## config.mk

```make
export PLATFORM = sky130hd
export DESIGN_NAME = mattr_remap_top
export DESIGN_NICKNAME = d
export VERILOG_FILES = /design/src/rtl/mattr_pkg.sv /design/src/rtl/mattr_ctrl_reg.sv /design/src/rtl/mattr_type_pick.sv /design/src/rtl/mattr_share_resolve.sv /design/src/rtl/mattr_remap_top.sv
export SDC_FILE = /design/constraint.sdc
export NUM_CORES = 1
export LEC_CHECK = 0
export ABC_AREA = 1
export BUFFER_PORTS_ARGS = -buffer_cell sky130_fd_sc_hd__buf_2
export CAP_MARGIN = 20
export CORE_ASPECT_RATIO = 0.6
export CORE_MARGIN = 5
export CORE_UTILIZATION = 51
export CTS_BUF_LIST = sky130_fd_sc_hd__clkbuf_8
export CTS_CLUSTER_DIAMETER = 30
export DETAILED_ROUTE_END_ITERATION = 10
export PLACE_DENSITY = 0.93
export SKIP_LAST_GASP = 1
export SLEW_MARGIN = 20
export SYNTH_ARGS = -nofsm -noshare
export SYNTH_HDL_FRONTEND = slang
export SYNTH_HIERARCHICAL = 1
export SYNTH_SLANG_ARGS = --single-unit
```

## constraint.sdc

```tcl
create_clock -name clk -period 1.4 [get_ports clk]
set_input_delay 0 -clock clk [delete_from_list [all_inputs] [get_ports clk]]
set_output_delay 0 -clock clk [all_outputs]
set_load 0.02 [all_outputs]
```

## src/rtl/mattr_pkg.sv

```systemverilog
package mattr_pkg;

    localparam int CTRL_W    = 32;
    localparam int IDX_W     = 3;
    localparam int NUM_IDX   = 1 << IDX_W;
    localparam int TYPE_W    = 2;
    localparam int SH_S0_POS = 18;
    localparam int SH_S1_POS = 19;
    localparam int DOM_POS   = 24;
    localparam int ONE_LO    = 16;
    localparam int ONE_W     = 2;
    localparam int ZERO_LO   = 20;
    localparam int ZERO_W    = 4;
    localparam int ODD_IDX   = 6;

    typedef enum logic [TYPE_W-1:0] {
        MT_DEV_NGNRNE = 2'b00,
        MT_DEV_NGNRE  = 2'b01,
        MT_NORMAL     = 2'b10,
        MT_RSVD       = 2'b11
    } mtype_e;

    typedef struct packed {
        mtype_e kind;
        logic   share;
        logic   inner;
        logic   rsvd;
    } attr_res_t;

    function automatic logic is_device(input mtype_e k);
        return (k == MT_DEV_NGNRNE) || (k == MT_DEV_NGNRE);
    endfunction

endpackage

```

## src/rtl/mattr_ctrl_reg.sv

```systemverilog
module mattr_ctrl_reg
    import mattr_pkg::*;
#(
    parameter int W       = CTRL_W,
    parameter int ONE_LSB = ONE_LO,
    parameter int ONE_N   = ONE_W,
    parameter int ZER_LSB = ZERO_LO,
    parameter int ZER_N   = ZERO_W
) (
    input  logic         clk,
    input  logic         rst,
    input  logic         we,
    input  logic [W-1:0] wdata,
    output logic [W-1:0] q
);

    localparam logic [W-1:0] ONES_MASK = ((W'(1) << ONE_N) - W'(1)) << ONE_LSB;
    localparam logic [W-1:0] ZERO_MASK = ((W'(1) << ZER_N) - W'(1)) << ZER_LSB;
    localparam logic [W-1:0] RESET_VAL = ONES_MASK;

    always_ff @(posedge clk) begin
        if (rst) begin
            q <= RESET_VAL;
        end else if (we) begin
            q <= (wdata | ONES_MASK) & ~ZERO_MASK;
        end
    end

    // idle cycles leave the word untouched
    p_hold_r2: assert property (@(posedge clk) disable iff (rst)
        !we |=> $stable(q));

    // the low type fields take the written data unchanged
    p_wr_low_r2: assert property (@(posedge clk) disable iff (rst)
        we |=> q[ONE_LSB-1:0] == $past(wdata[ONE_LSB-1:0]));

    // forced fields keep their fixed values
    p_fixed_r1: assert property (@(posedge clk) disable iff (rst)
        (q[ONE_LSB +: ONE_N] == '1) && (q[ZER_LSB +: ZER_N] == '0));

endmodule

```

## src/rtl/mattr_type_pick.sv

```systemverilog
module mattr_type_pick
    import mattr_pkg::*;
#(
    parameter int IW = IDX_W,
    parameter int TW = TYPE_W,
    localparam int N = 1 << IW
) (
    input  logic [N*TW-1:0] fields,
    input  logic [IW-1:0]   idx,
    output logic [TW-1:0]   fld
);

    logic [TW-1:0] slot [N];

    for (genvar g = 0; g < N; g++) begin : g_slot
        assign slot[g] = fields[g*TW +: TW];
    end

    assign fld = slot[idx];

endmodule

```

## src/rtl/mattr_share_resolve.sv

```systemverilog
module mattr_share_resolve
    import mattr_pkg::*;
#(
    parameter int IW = IDX_W,
    localparam int N = 1 << IW
) (
    input  logic [1:0]    sh_pair,
    input  logic [N-1:0]  dom_bits,
    input  logic [IW-1:0] idx,
    input  logic          s_bit,
    input  logic          both_nc,
    input  mtype_e        kind_raw,
    output attr_res_t     res
);

    logic dom_slot [N];
    logic sel_share;

    for (genvar g = 0; g < N; g++) begin : g_dom
        assign dom_slot[g] = dom_bits[g];
    end

    assign sel_share = s_bit ? sh_pair[1] : sh_pair[0];

    always_comb begin
        res = '0;
        res.kind = MT_NORMAL;
        case (kind_raw)
            MT_DEV_NGNRNE, MT_DEV_NGNRE: begin
                res.kind  = kind_raw;
                res.share = 1'b1;
                res.inner = 1'b0;
            end
            MT_NORMAL: begin
                res.share = both_nc | sel_share;
                res.inner = ~both_nc & sel_share & dom_slot[idx];
            end
            default: begin
                res.rsvd = 1'b1;
            end
        endcase
    end

endmodule

```

## src/rtl/mattr_remap_top.sv

```systemverilog
module mattr_remap_top
    import mattr_pkg::*;
#(
    parameter int W     = CTRL_W,
    parameter int IW    = IDX_W,
    parameter int TW    = TYPE_W,
    parameter int S0    = SH_S0_POS,
    parameter int S1    = SH_S1_POS,
    parameter int DOM   = DOM_POS,
    parameter int ODD   = ODD_IDX,
    localparam int N    = 1 << IW
) (
    input  logic          clk,
    input  logic          rst,
    input  logic          ctrl_we,
    input  logic [W-1:0]  ctrl_wdata,
    output logic [W-1:0]  ctrl_rdata,
    input  logic          desc_tex0,
    input  logic          desc_c,
    input  logic          desc_b,
    input  logic          desc_s,
    input  logic          both_noncache,
    output logic [TW-1:0] mem_type,
    output logic          is_shareable,
    output logic          is_inner,
    output logic          rsv_enc,
    output logic          idx_impdef
);

    logic [W-1:0]  ctrl_q;
    logic [IW-1:0] idx;
    logic [TW-1:0] fld;
    attr_res_t     res;

    assign idx = {desc_tex0, desc_c, desc_b};

    mattr_ctrl_reg #(
        .W(W), .ONE_LSB(ONE_LO), .ONE_N(ONE_W), .ZER_LSB(ZERO_LO), .ZER_N(ZERO_W)
    ) u_reg (
        .clk(clk), .rst(rst), .we(ctrl_we), .wdata(ctrl_wdata), .q(ctrl_q)
    );

    mattr_type_pick #(.IW(IW), .TW(TW)) u_pick (
        .fields(ctrl_q[N*TW-1:0]), .idx(idx), .fld(fld)
    );

    mattr_share_resolve #(.IW(IW)) u_share (
        .sh_pair({ctrl_q[S1], ctrl_q[S0]}),
        .dom_bits(ctrl_q[DOM +: N]),
        .idx(idx),
        .s_bit(desc_s),
        .both_nc(both_noncache),
        .kind_raw(mtype_e'(fld)),
        .res(res)
    );

    assign ctrl_rdata   = ctrl_q;
    assign mem_type     = res.kind;
    assign is_shareable = res.share;
    assign is_inner     = res.inner;
    assign rsv_enc      = res.rsvd;
    assign idx_impdef   = (idx == IW'(ODD));

    // device types are always outer shareable
    p_dev_outer_r5: assert property (@(posedge clk) disable iff (rst)
        is_device(mtype_e'(mem_type)) |-> (is_shareable && !is_inner));

    // reserved code yields the fixed substitute
    p_rsv_subst_r4: assert property (@(posedge clk) disable iff (rst)
        rsv_enc |-> (mem_type == MT_NORMAL && !is_shareable && !is_inner));

    // reserved flag only for type field 11
    p_rsv_only_r10: assert property (@(posedge clk) disable iff (rst)
        rsv_enc |-> (fld == MT_RSVD));

    // inner domain implies shareable
    p_inner_share_r7: assert property (@(posedge clk) disable iff (rst)
        is_inner |-> is_shareable);

    // fully non-cacheable normal region is outer shareable
    p_nc_outer_r8: assert property (@(posedge clk) disable iff (rst)
        (both_noncache && mem_type == MT_NORMAL && !rsv_enc) |-> (is_shareable && !is_inner));

    // odd-index flag tracks descriptor bits 1,1,0
    p_odd_flag_r9: assert property (@(posedge clk) disable iff (rst)
        idx_impdef |-> (desc_tex0 && desc_c && !desc_b));

endmodule

```

==> results.md, run 1 <==
- Crit path DAT: 1.52 ns
- CTS clk-pin slew, worst paths: 0.09 ns
- Routability Congestion: 0.747
- Antenna Violating Nets Remaining: 0
- Most common cell after layout, fill and taps aside: nand2_1
- CP max-delay cell: dfxtp_2
- Clock Latency Late Sink: 0.27 ns
- Biggest regs: u_reg/q: 26 flops
- I/O pin total: 78
- Vias in the first global route: 1,352
- Starting Density: 53.6%
- Die area: 0.00430 mm²
- Tmin final: 1.52 ns
- CTS tree: yes
- Total power: 0.00181 W
- Grt ovf: 0
- Final Slew Violations: 0
- Crit path max-delay family: simple AND/OR/NAND/NOR gates
- DR WL/cell: 9.63 µm
- Layout cell share with drive strength beyond 1: 35.6%
- Worst-path maximum fanout: 2
- HP Class: in2reg
- CP endpoint kind: output pin
- Worst setup path class: reg2out
- Via count: 1,588
- Sequential area share after synthesis: 33.4%
- Static Leak: 1.23 nW
- Pwr dens: 924 mW/mm²
- Worst Skew: 0 ns
- Final hold vios: 0
- Synth area leaders: dfxtp_1 33%, nand2_1 22%, nor2_1 12%
- Initial antenna violation count: 0
- DR vias/cell: 4.28
- DR pass1 iterations: 7
- Status: complete, but fails checks
- Leading area contributor after synthesis: dfxtp_1
- Placement row count: 15
- Commonest non-fill, non-tap cells in the layout: 89 x nand2_1, 62 x buf_2, 49 x nor2_1
- Final instance area: 0.00196 mm²
- Max FFs per register: 26
- Yosys warning total: 6
- Yosys reg bits: 26
- Antenna cells: 0
- Critical path launch point type: register
- Area growth from synthesis to layout: 25.7%
- Mean Syn Cell Area: 5.88 µm²
- Worst vdd ir: 0.561 mV
- Reg with most FFs: u_reg/q
- Layout filler cell count: 278
- Iter 0 DRT Violations: 67
- Total wire length: 3.57 mm
- Cts-stage hold buffer count: 0
- Final period util: 108%
- Placed cell area: 0.00183 mm²
- Die height: 52.8 µm
- Crit-path cells: inv_2 > nand2_1 > nand3_1 > nand2_1 > nand2_1 > nand2_2 > inv_2 > nand3_2 > nor2_2 > nand2_1 > nor2_1 > buf_4
- DRC Markers: 0
- Final WS setup: -0.119 ns
- Largest net degree at the start of global routing: 53
- RSZ-0062 raised after global routing: true
- H-tree levels: 1
- First-pass GRT wire length: 5.57 mm
- Number of buffers added on ports: 65
- Placed wire-length estimate: 2.61 mm
- Buf/Inv on CP: 3
- Placeable Area: 0.00291 mm²
- Max Cap Viol: 0
- Worst-case clock buffer depth: 2
- Cell Area, Synth: 0.00156 mm²
- Share of the synthesized area in the top cell type: 33.4%
- Die width: 81.4 µm
- Failing checks: negative setup slack
- Critical path required time: 1.40 ns
- Gr usage total: 16.7%
- Post-Syn Instances: 265
- Fin nets: 370
- Clock Sinks: 26
- Clk root buf: clkbuf_8
- Post-layout util: 67.4%
- Count of cell types in the netlist: 16
- Final setup fails: 2
- CTS buffer count: 3
- Slowest stage delay, CP: 0.33 ns
- Fmax: 659 MHz
- Most frequent CP cell: nand2_1
-- per-stage QoR --
step | setup TNS [ns] | cells | hold WS (ns) | worst slack [ns]
finish | -0.228 | 371 | 0.00908 | -0.119
global route | -0.488 | 371 | 0.00897 | -0.240
floorplan | 0 | 269 | 0.0476 | 0.0676
detailed placement | 0 | 362 | 0.292 | 0.0782
CTS | -0.227 | 371 | 0.000535 | -0.124
global placement | 0 | 362 | 0.282 | 0.0753
-- cells in the mapped netlist --
library cell / n
inv_1: 46
dfxtp_1: 26
conb_1: 2
o21ai_0: 1
inv_2: 9
buf_4: 8
nand3_1: 13
nand2_1: 91
buf_6: 4
nor2_1: 50
nand2_2: 2
buf_8: 3
a31oi_1: 1
inv_6: 1
nor2_2: 7
clkbuf_1: 1
-- per-layer routing --
layer	part of all wire (%)	global-route usage, %
met2	43	28.2
met5	0	0
met4	0.28	3.09
met3	9.0	5.33
met1	48	20.8
-- report_power, final --
part	internal, W	total (W)	leakage (nW)	switching (W)
registers	0.000797	0.000836	0.220	0.0000385
logic	0.000187	0.000495	0.979	0.000308
clock network	0.000251	0.000480	0.0288	0.000229
total	0.00124	0.00181	1.23	0.000575
-- final cells by class --
cell class	instances	area [µm²]	share of cell area (%)
flip-flops and latches	26	538	27.5
repair buffers	72	402	20.5
multi-input cells	171	697	35.6
inverters	56	215	11.0
clock buffers	4	55.1	2.81
well taps	42	52.6	2.68
-- worst min-delay path, cell delays in order --
cell and delay, ns:
buf_2 0.09, inv_1 0.04, nand2_1 0.04, nand2_1 0.05, nor2_1 0.03
-- cells by family after synthesis --
logic type | synth area share [%]
AO/OA/AOI/OAI | 0.722
flip-flops | 33.4
buffers and inverters | 23.7
other | 0.482
AND/OR/NAND/NOR | 41.7
-- what timing repair did --
action / CTS / global route
setup buffers: 5 / 0
endpoints found under the setup margin: 2 / 4
gates resized for setup: 17 / 9
pin swaps: 8 / 1
-- worst paths after layout --
path                 start     endpoint  slack, ns  depth (start not counted)
min reg2reg    u_reg/q[19]  u_reg/q[19]       0.49                          2
max reg2reg     u_reg/q[6]   u_reg/q[6]       0.69                          3
max             u_reg/q[6]     is_inner      -0.12                         12
min          ctrl_wdata[8]   u_reg/q[8]      0.009                          5
(Power assumes the default switching activity.)
==> run 2: changes to the inputs <==
--- a/config.mk
+++ b/config.mk
@@ -16,3 +16,5 @@
 export DETAILED_ROUTE_END_ITERATION = 10
+export GPL_ROUTABILITY_DRIVEN = 0
 export PLACE_DENSITY = 0.93
+export SKIP_CTS_REPAIR_TIMING = 1
 export SKIP_LAST_GASP = 1
==> constraint.sdc (replaced) <==
create_clock -name clk -period 1.4 [get_ports clk]
set_input_delay 0.07 -clock clk [delete_from_list [all_inputs] [get_ports clk]]
set_output_delay 0.07 -clock clk [all_outputs]
set_load 0.02 [all_outputs]
==> run 2 against run 1 <==
  * The flow still finishes with violations (negative setup slack)
  * Final cell count up 1.1%
  * Global-route usage down 0.18 points
  * Non-clock buffer count up 4
  * Count of clock-buffer cells in the layout unchanged
  * Combinational power up 9.3%
  * Flip-flop and latch count unchanged
  * Wire length up 6.0%
  * Final area up 4.0%
  * Setup slack worse by 0.16 ns
  * Largest power group unchanged
==> results.md, run 2 (synthesis results as in run 1) <==
- DR pass1 iterations: 4 (-3)
- Fmax: 594 MHz (-9.8%)
- Worst vdd ir: 0.795 mV (+42%)
- Status: complete, but fails checks
- Sequential Power Share: 45.4% (-0.7 points)
- Final WS setup: -0.284 ns (-0.165 ns)
- Die area: 0.00430 mm² (unchanged)
- Most common cell after layout, fill and taps aside: nand2_1
- Number of buffers added on ports: 65 (unchanged)
- First-pass GRT wire length: 5.62 mm (+0.86%)
- Placement row count: 15 (unchanged)
- Vias in the first global route: 1,342 (-0.74%)
- DR vias/cell: 4.24 (-0.88%)
- CTS tree: yes
- CTS clk-pin slew, worst paths: 0.08 ns (about the same)
- Clock Sinks: 26 (unchanged)
- P_sw: 0.000581 W (+1.0%)
- Clock Latency Late Sink: 0.26 ns (about the same)
- Die width: 81.4 µm (unchanged)
- Worst-case clock buffer depth: 2 (unchanged)
- Die height: 52.8 µm (unchanged)
- Initial antenna violation count: 0 (unchanged)
- DRC Markers: 0 (unchanged)
- Max FFs per register: 26 (unchanged)
- Reg with most FFs: u_reg/q
- CTS buffer count: 3 (unchanged)
- Setup slack at placement: 0.0441 ns (-0.0341 ns)
- Gr usage total: 16.5% (-0.18 points)
- Biggest regs: u_reg/q: 26 flops
- H-tree levels: 1 (unchanged)
- HP Class: in2reg
- Post-Layout Cell Count: 375 (+1.1%)
- Largest net degree at the start of global routing: 53 (unchanged)
- Antenna Violating Nets Remaining: 0 (unchanged)
- Final setup fails: 4 (+2)
- Critical path launch point type: register
- Met2 WL post-DR: 1.71 mm (+11%)
- Final Slew Violations: 0 (unchanged)
- Antenna cells: 0 (unchanged)
- Fin nets: 374 (+1.1%)
- CP endpoint kind: output pin
- Placed wire-length estimate: 2.58 mm (-1.2%)
- Met1 Routed Length: 1.75 mm (+3.1%)
- Commonest non-fill, non-tap cells in the layout: 86 x nand2_1, 60 x buf_2, 47 x nor2_1
- Area growth from synthesis to layout: 30.7%
- Total wire length: 3.79 mm (+6.0%)
- Combinational fraction of design power: 29.3% (+2.0 points)
- Crit path DAT: 1.61 ns (+0.09 ns)
- Pint: 0.00126 W (+2.2%)
- Failing checks: negative setup slack
- # placed instances: 363 (+0.28%)
- Max Used Layer: met3
- RSZ-0062 raised after global routing: true
- Post-layout util: 70.1% (+2.7 points)
- Met3 wire len: 325 µm (+1.6%)
- Clock power frac: 25.3% (-1.2 points)
- Via count: 1,591 (+0.19%)
- Iter 0 DRT Violations: 52 (-22%)
- Placeable Area: 0.00291 mm² (unchanged)
- Tmin final: 1.68 ns (+0.165 ns)
- Layout cell share with drive strength beyond 1: 38.7% (+3.2 points)
- Static Leak: 1.26 nW (+2.3%)
- Final hold vios: 0 (unchanged)
- Grt ovf: 0 (unchanged)
- Final period util: 120% (+12 points)
- I/O pin total: 78 (unchanged)
- Pwr dens: 904 mW/mm² (-2.1%)
- Max Cap Viol: 0 (unchanged)
- Clk root buf: clkbuf_8
- Worst setup path class: reg2out
- Sw frac: 31.5% (-0.24 points)
- Starting Density: 53.6% (unchanged)
- Critical path required time: 1.33 ns (-0.07 ns)
- DR WL/cell: 10.1 µm (+4.8%)
- Worst-path maximum fanout: 3 (+1)
- Worst Skew: 0 ns (unchanged)
-- run 2: worst paths after layout --
check             slack (ns)  cells past startpoint     startpoint      endpoint
hold reg to reg         0.48                      2    u_reg/q[14]   u_reg/q[14]
setup / recovery       -0.28                     11     u_reg/q[6]  is_shareable
setup reg to reg        0.67                      3     u_reg/q[5]    u_reg/q[5]
hold / removal          0.08                      5  ctrl_wdata[9]    u_reg/q[9]
-- run 2: area by class of cell --
| type | count | area, µm² |
|---|---|---|
| inverter | 56 | 215 |
| multi-input combinational | 171 | 724 |
| fill | 266 | 871 |
| tap | 42 | 52.6 |
| clock buffer | 4 | 55.1 |
| timing repair buffer | 76 | 452 |
| sequential | 26 | 539 |
-- run 2: layer usage --
| layer | vias up | track usage, % |
|---|---|---|
| li1 | 871 | - |
| met1 | 667 | 21.3 |
| met2 | 53 | 27.6 |
| met3 | 0 | 5.67 |
| met4 | 0 | 1.12 |
| met5 | - | 0 |
-- run 2: through the flow --
stage / setup TNS, ns / total power [W] / cell area, µm² / hold WS (ns)
CTS: -0.608 / 0.00179 / 1890 / 0.0797
detailed placement: 0 / 0.00131 / 1840 / 0.357
floorplan: 0 / 0.00119 / 1580 / 0.188
global placement: 0 / 0.00130 / 1840 / 0.352
global route: -1.02 / 0.00197 / 2040 / 0.0791
finish: -0.604 / 0.00184 / 2040 / 0.0844
-- run 2: worst max-delay path: stages (launching register included) --
cell     delay, ns
dfxtp_2       0.33
inv_1         0.05
nand2_1       0.05
nand3_1       0.07
nand2_1       0.07
nand2_1       0.08
nand2_2       0.08
buf_4         0.14
nand2_1       0.07
inv_2         0.05
a31oi_1       0.18
buf_4         0.18
-- run 2: power groups by stage --
stage	Sequential [W]	Combinational, W	Clock, W
finish	0.000837	0.000541	0.000466
global route	0.000844	0.000598	0.000526
CTS	0.000832	0.000468	0.000488
detailed placement	0.000850	0.000465	0
global placement	0.000847	0.000456	0
floorplan	0.000908	0.000281	0
